===== config.mk =====
export PLATFORM = sky130hd
export DESIGN_NAME = freq_trim
export DESIGN_NICKNAME = d
export VERILOG_FILES = /design/src/rtl/freq_trim_pkg.sv /design/src/rtl/freq_trim_ctrl.sv /design/src/rtl/freq_trim_dp.sv /design/src/rtl/freq_trim.sv
export SDC_FILE = /design/constraint.sdc
export NUM_CORES = 1
export LEC_CHECK = 0
export ABC_AREA = 1
export ABC_CLOCK_PERIOD_IN_PS = 7100
export BUFFER_PORTS_ARGS = -buffer_cell sky130_fd_sc_hd__buf_4
export CORE_UTILIZATION = 65
export CTS_BUF_LIST = sky130_fd_sc_hd__clkbuf_16
export DETAILED_ROUTE_END_ITERATION = 7
export GPL_ROUTABILITY_DRIVEN = 0
export PLACE_DENSITY = 0.84
export SYNTH_ARGS = -nofsm -noshare
export SYNTH_HDL_FRONTEND = slang
export SYNTH_HIERARCHICAL = 1
export SYNTH_SLANG_ARGS = --single-unit

===== constraint.sdc =====
create_clock -name clk -period 7.1 [get_ports clk]
set_input_delay 0 -clock clk [delete_from_list [all_inputs] [get_ports clk]]
set_output_delay 0 -clock clk [all_outputs]
set_load 0.05 [all_outputs]

===== src/rtl/freq_trim_pkg.sv =====
package freq_trim_pkg;
  // Strobes from the register control to the accumulator datapath
  typedef struct packed {
    logic clrAcc;  // a register write happens this cycle
    logic run;     // trimming enabled
    logic dirNeg;  // 1: slow the counter down
    logic unitNs;  // 1: interval counted in nanoseconds
  } trimStrobes_t;
endpackage


===== src/rtl/freq_trim_ctrl.sv =====
module freq_trim_ctrl
  import freq_trim_pkg::*;
#(
  parameter int IVL_W  = 30,
  parameter int DATA_W = 32
) (
  input  logic              clk,
  input  logic              rstN,
  input  logic              wrEn,
  input  logic              wrSel,
  input  logic [DATA_W-1:0] wrData,
  output trimStrobes_t      strb,
  output logic [IVL_W-1:0]  ivl
);
  localparam int UNIT_POS = IVL_W;
  localparam int EN_POS   = 0;
  localparam int DIR_POS  = 1;

  logic unitReg, enReg, dirReg;

  always_ff @(posedge clk or negedge rstN) begin
    if (!rstN) begin
      ivl     <= '0;
      unitReg <= 1'b0;
      enReg   <= 1'b0;
      dirReg  <= 1'b0;
    end else if (wrEn) begin
      if (!wrSel) begin
        ivl     <= wrData[IVL_W-1:0];
        unitReg <= wrData[UNIT_POS];
      end else begin
        enReg  <= wrData[EN_POS];
        dirReg <= wrData[DIR_POS];
      end
    end
  end

  always_comb begin
    strb.clrAcc = wrEn;
    strb.run    = enReg;
    strb.dirNeg = dirReg;
    strb.unitNs = unitReg;
  end
endmodule


===== src/rtl/freq_trim_dp.sv =====
module freq_trim_dp
  import freq_trim_pkg::*;
#(
  parameter int IVL_W   = 30,
  parameter int STEP_NS = 4
) (
  input  logic             clk,
  input  logic             rstN,
  input  trimStrobes_t     strb,
  input  logic [IVL_W-1:0] ivl,
  output logic             trimAdd,
  output logic             trimDrop
);
  localparam int ACC_W   = IVL_W + 1;
  localparam int STEP_PS = STEP_NS * 1000;

  logic [ACC_W-1:0] acc, step, ivlExt, ivlEff, sum;
  logic hit;

  always_comb begin
    step   = strb.unitNs ? ACC_W'(STEP_NS) : ACC_W'(STEP_PS);
    ivlExt = {1'b0, ivl};
    ivlEff = (ivlExt < step) ? step : ivlExt;
    sum    = acc + step;
    hit    = (sum >= ivlEff);
  end

  always_ff @(posedge clk or negedge rstN) begin
    if (!rstN) begin
      acc      <= '0;
      trimAdd  <= 1'b0;
      trimDrop <= 1'b0;
    end else if (strb.clrAcc || !strb.run) begin
      acc      <= '0;
      trimAdd  <= 1'b0;
      trimDrop <= 1'b0;
    end else begin
      acc      <= hit ? (sum - ivlEff) : sum;
      trimAdd  <= hit & ~strb.dirNeg;
      trimDrop <= hit & strb.dirNeg;
    end
  end
endmodule


===== src/rtl/freq_trim.sv =====
module freq_trim
  import freq_trim_pkg::*;
#(
  parameter int IVL_W   = 30,
  parameter int DATA_W  = 32,
  parameter int STEP_NS = 4
) (
  input  logic              clk,
  input  logic              rstN,
  input  logic              wrEn,
  input  logic              wrSel,
  input  logic [DATA_W-1:0] wrData,
  output logic              trimAdd,
  output logic              trimDrop
);
  trimStrobes_t     strb;
  logic [IVL_W-1:0] ivl;

  freq_trim_ctrl #(.IVL_W(IVL_W), .DATA_W(DATA_W)) u_ctrl (
    .clk(clk), .rstN(rstN), .wrEn(wrEn), .wrSel(wrSel), .wrData(wrData),
    .strb(strb), .ivl(ivl)
  );

  freq_trim_dp #(.IVL_W(IVL_W), .STEP_NS(STEP_NS)) u_dp (
    .clk(clk), .rstN(rstN), .strb(strb), .ivl(ivl),
    .trimAdd(trimAdd), .trimDrop(trimDrop)
  );
endmodule


* Word level (Yosys, flattened, before mapping)
Index checks and enable logic that the tools add are counted.
Operators by class: add/subtract/negate cells 2, $lt $le $gt $ge 2, mux-type cells 6, bitwise operators 4, reduce and logical (&&, ||, !) cells 4
Operator list (count):
- $mux W31 | 3
- $add A31 B31 Y31 | 1
- $ge A31 B31 Y1 | 1
- $lt A30 B31 Y1 | 1
- $sub A31 B31 Y31 | 1
- $mux W12 | 1
- $reduce_and A2 Y1 | 2
- $and A1 B1 Y1 | 2
- $mux W1 | 2
- $not A1 Y1 | 2
- $logic_not A1 Y1 | 1
- $logic_or A1 B1 Y1 | 1
Word-level totals: register bits after elaboration 66, bits of input ports 36, output and inout port bits 2

* Logic depth before layout (Yosys ltp)
depth after elaboration 6, depth in mapped cells 27

* Cells and area by module
Netlist, hierarchy kept.
Modules (own cells, without submodules):
- freq_trim_dp | instances 1, cells an instance 910, area an instance 5172.5 um2
- freq_trim_ctrl | instances 1, cells an instance 149, area an instance 1350.0 um2

* Worst setup path after synthesis
OpenSTA, ideal clock, no wires.
kind register to register, start point register u_ctrl.unitReg, end point register u_dp.acc[17], setup time 118 ps, arrival 3369 ps, slack 3613 ps, stages on the path, launching flop included 24, buffers on the path 2, clock period less this slack 3487 ps, path through dfrtp_1 buf_4 clkinv_1 ha_1 nand2_2 inv_1 and3_1 nand2_1 nand2_1 or2_2 nand2_1 inv_1 ha_1 nand2_1 nor2_1 nand2_1 nor2_1 nand4_1 nor2b_4 nand3_4 nor2_2 buf_4 nand2_1 nand2_1
Between the ends: cells in the longest elaborated chain, start to end 6
Ends and longest elaborated chain:
- start: declaration | line freq_trim_ctrl.sv:19 | logic unitReg, enReg, dirReg;
- start signal: assignment | line freq_trim_ctrl.sv:30 | unitReg <= wrData[UNIT_POS];
- $mux W12 (*) | line freq_trim_dp.sv:21 | step = strb.unitNs ? ACC_W'(STEP_NS) : ACC_W'(STEP_PS);
- $lt A30 B31 Y1 | line freq_trim_dp.sv:23 | ivlEff = (ivlExt < step) ? step : ivlExt;
- $mux W31 | line freq_trim_dp.sv:23
- $sub A31 B31 Y31 or $ge A31 B31 Y1 (tied branches) | line freq_trim_dp.sv:38, freq_trim_dp.sv:25
- $mux W31 (*) | line freq_trim_dp.sv:38 | acc <= hit ? (sum - ivlEff) : sum;
- $mux W31 (*) | line freq_trim_dp.sv:33 | end else if (strb.clrAcc || !strb.run) begin
- end signal: assignment | line freq_trim_dp.sv:38
- end: declaration | line freq_trim_dp.sv:17 | logic [ACC_W-1:0] acc, step, ivlExt, ivlEff, sum;
Every way passes the cells marked *; elsewhere a longest branch is shown, timed or not. A chain may end at the register's enable or synchronous reset.

* Worst setup path after layout
start point register u_ctrl.unitReg, end point register u_dp.acc[19]
Same word-level chain as after synthesis.

==> results <==
- The total wirelength of the detailed-routed design is 18400 um.
- In this run the mean area of a mapped cell was 6.16 um^2.
- The critical path goes through clkinv_1, ha_1, nand3_1, nand2_1, inv_1, o21bai_1, nand2_1, nand2_1, nand3b_1, xnor2_1, ha_1, a21oi_1, nor2_1, o21ai_1, nand2_1, nor2b_4, nand3_4, nor2_2, nand2_1, nand2_1.
- The data required time at the worst endpoint is 7.38 ns.
- For the worst setup path, the data arrival time is 5.46 ns.
- The maximum fanout count along the critical path is 34.
- Across every metal layer, demand over resource in global routing totals 37.9%.
- In the routed layout, each cell is associated on average with a via count of 5.50.
- The synthesized design contains 66 register bits.
- After the first detailed-routing iteration, the DRC count stood at 532.
- The classification of the worst setup path is reg -> reg.
- The kind of cell with the highest combined delay along the critical path is simple AND/OR/NAND/NOR gates.
- The number of diodes is 0.
- The most common cell after layout, fill and taps aside is nand2_1.
- 38 I/O pins were placed.
- The largest individual stage delay along the critical path comes from the cell dfrtp_1.
- Timing would allow up to 193 MHz.
- The net load switching power is 0.603 mW.
- In the detailed route, the total length drawn on met2 is 8340 um.
- The total of endpoints with negative setup slack in the final report is 0.
- TritonCTS created 9 clock buffers.
- The die outline width is 102 um.
- The root buffer selected by CTS is clkbuf_16.
- The number of global-route vias before repair came to 6418.
- The total negative slack for setup checks is 0 ns.
- The worst-case IR drop observed on VDD is 0.000173 V.
- Together, buffers and inverters on the worst path number 2.
- The number of filler cells placed in the layout is 770.
- For this run the aggregate overflow at the end of global routing stands at 0.
- The number of antenna violations at the first check in global routing is 0.
- The post-route antenna net violation count is 0.
- For this design, the sink count on the clock tree is 66.
- Once the floorplan was initialized, standard cells occupied 67.0% of the core.
- The total of warnings raised by yosys is 6.
- The number of nets in the synthesized netlist is 1141.
- The first global-routing pass estimated 29900 um of wire.
- For this run, the detailed router's first-pass iteration total came to 5.
- The number of port buffers is 36.
- The dominant cell type by count on the critical path is nand2_1.
- After detailed routing, the average wire length per cell comes to 14.6 um.
- For the finished layout, the period the worst path requires is 5.18 ns.
- The floorplan step set the die height to 102 um.
- Power spread over the standard cell area amounts to 205 nW/um^2.
- The number of placed cells counting well taps is 1207.
- The share of total power in sequential cells is 28.0%.
- Summed over all nets, wire length on met3 after detailed routing comes to 1340 um.
- The worst slew margin relative to its limit is 48.1%.
- The switching share of total power is 39.4%.
- The clock skew is 0.00563 ns.
- The length of routed wiring on met1 is 7790 um.
- The static leakage is 4.33 nW.
- The critical path startpoint category is a register.
- The count of cells in the finished layout, fillers not included, comes to 1259.
- The total half-perimeter wirelength after legalization and detailed placement is 13200 um.
- Summing every instance area after synthesis gives 6520 um^2.
- The share of total power in combinational logic is 41.8%.
- The clock input transition at the sequential cells of the worst setup and hold paths is 0.05 ns.
- On the worst path, the slowest cell contributes a delay of 0.57 ns.
- The post-layout net count is 1203.
- Counting distinct cell types in the post-synthesis netlist gives 37.
- The post-route fraction of the period consumed by the critical path is 73.0%.
- In the final layout, the share of cells above drive strength 1 is 7.46%.
- The cell count after synthesis came out at 1059.
- The worst hold path class is in -> reg.
- Across all layers, the routed design uses 6930 vias.
- The number of remaining DRC errors is 0.
- Per report_power, the clock group accounts for 30.2% of the total.
- The endpoint type of the worst setup path is a register.
- The buffer levels on the longest clock path is 2.
- The H-tree depth is 3.
- The detailed router used layers up to and including met4.
- The TritonCTS clock tree is yes.
- The count of final hold-check violations is 0.
- The top cell types in the final layout, fill and taps aside, are nand2_1, inv_1, nor2_1.
- The post-synthesis sequential area ratio is 25.3%.
- The number of placement rows is 36.
- Relative to the synthesized area, the layout overhead comes to 14.7%.
- The number of max-capacitance violations reported is 0.
- The measured slew at the worst slew-check pin is 0.778 ns.
- Setup repair after global routing left no endpoint under its margin.
- The internal power of the cells totals 0.929 mW.
- The floorplan step defined a core boundary enclosing 9730 um^2.
- The die covers 10400 um^2.
- The maximum number of pins on one net before global-route repair is 67.
- The insertion delay to the later sink of the worst-skew pair is 0.35 ns.
- Post-CTS repair changed the size of 0 cells.
- The number of slew-limit violations in the final report was 0.
- The run finished with clean final reports.
==> kinds of logic after synthesis <==
group / after synthesis / synth area share, %
flip-flops: 66 / 25.3
XOR/XNOR: 35 / 4.70
adder cells (fa/ha/maj): 46 / 8.94
AO/OA/AOI/OAI: 70 / 5.75
buffers and inverters: 188 / 11.9
AND/OR/NAND/NOR: 654 / 43.4
==> registers in the layout, indices dropped and copies added, names as in the netlist <==
register        flops
u_dp/acc           31
u_ctrl/ivl         30
u_ctrl/dirReg       1
u_ctrl/enReg        1
u_ctrl/unitReg      1
u_dp/trimAdd        1
u_dp/trimDrop       1
==> synthesized netlist by cell type (all sizes together) <==
| cell type | instances | area share [%] |
|---|---|---|
| nand2 | 400 | 23 |
| inv | 165 | 9.5 |
| nor2 | 111 | 7.0 |
| nand3 | 83 | 7.0 |
| dfrtp | 66 | 25 |
| ha | 45 | 8.6 |
| a21oi | 35 | 2.8 |
| o21ai | 28 | 2.1 |
| nand4 | 23 | 2.2 |
| xnor2 | 22 | 3.0 |
| buf | 19 | 2.2 |
| xor2 | 13 | 1.7 |
| nor3 | 12 | 1.0 |
| nand3b | 11 | 1.3 |
| o21bai | 5 | 0.58 |
| and3 | 4 | 0.38 |
| or2 | 4 | 0.38 |
| clkbuf | 3 | 0.17 |
| nor4 | 3 | 0.29 |
| and2 | 2 | 0.19 |
| a21boi | 1 | 0.12 |
| a21o | 1 | 0.12 |
| clkinv | 1 | 0.057 |
| fa | 1 | 0.31 |
| nor2b | 1 | 0.21 |
==> through the flow <==
step,setup slack (ns),hold WS [ns],instance area [um^2],power (mW),utilization [%]
2_1_floorplan,3.61,-0.296,6520,0.879,-
3_3_place_gp,2.21,0.128,6810,1.01,70.0
3_5_place_dp,2.15,0.134,6810,1.02,70.0
4_1_cts,2.09,0.0858,7480,1.50,76.9
5_1_grt,1.58,0.135,7480,1.62,76.9
6_report,1.92,0.0982,7480,1.53,76.9
==> cell type report <==
cell class | count | area, um^2 | area share (%)
multi-input combinational | 805 | 4100 | 54.7
sequential | 66 | 1650 | 22.1
timing repair buffer | 73 | 638 | 8.53
inverter | 166 | 623 | 8.33
clock buffer | 9 | 225 | 3.01
tap | 133 | 166 | 2.22
clock inverter | 7 | 83.8 | 1.12
==> worst min-delay path: cells and delay by family <==
family | cells | cell delay (ns)
AND/OR/NAND/NOR | 2 | 0.17
buffers and inverters | 1 | 0.23
==> routing by layer <==
metal  vias to the layer above  global-route usage [%]
met5                         -                       0
met4                         0                    24.6
met3                        70                    4.86
met2                       321                    60.7
met1                      3118                    48.6
li1                       3421                       -
==> path summary, 6_finish.rpt <==
check | start | to | slack, ns | depth (start not counted)
hold / removal | wrEn | u_ctrl/ivl[12]$_DFFE_PN0P_ | 0.1 | 3
hold reg to reg | u_dp/acc[0]$_DFFE_PN0P_ | u_dp/acc[0]$_DFFE_PN0P_ | 0.47 | 2
min in group asynchronous | rstN | u_dp/acc[29]$_DFF_PN0_ | 0.27 | 2
setup reg to reg | u_ctrl/unitReg$_DFFE_PN0P_ | u_dp/acc[19]$_DFF_PN0_ | 1.92 | 20
setup / recovery | u_ctrl/unitReg$_DFFE_PN0P_ | u_dp/acc[19]$_DFF_PN0_ | 1.92 | 20
max in group asynchronous | rstN | u_ctrl/ivl[24]$_DFFE_PN0P_ | 6.30 | 2
==> power groups by stage <==
stage,combinational [mW],clock (mW),sequential (mW)
4_1_cts,0.611,0.465,0.426
2_1_floorplan,0.455,0,0.424
3_5_place_dp,0.591,0,0.432
5_1_grt,0.710,0.483,0.431
6_report,0.641,0.463,0.429
3_3_place_gp,0.580,0,0.431
==> what timing repair did <==
item,4_1_cts,5_1_grt
setup buffers,0,0
endpoints found under the hold margin,99,0
hold buffers,36,0
No activity file was read; power rests on OpenSTA's default activity.
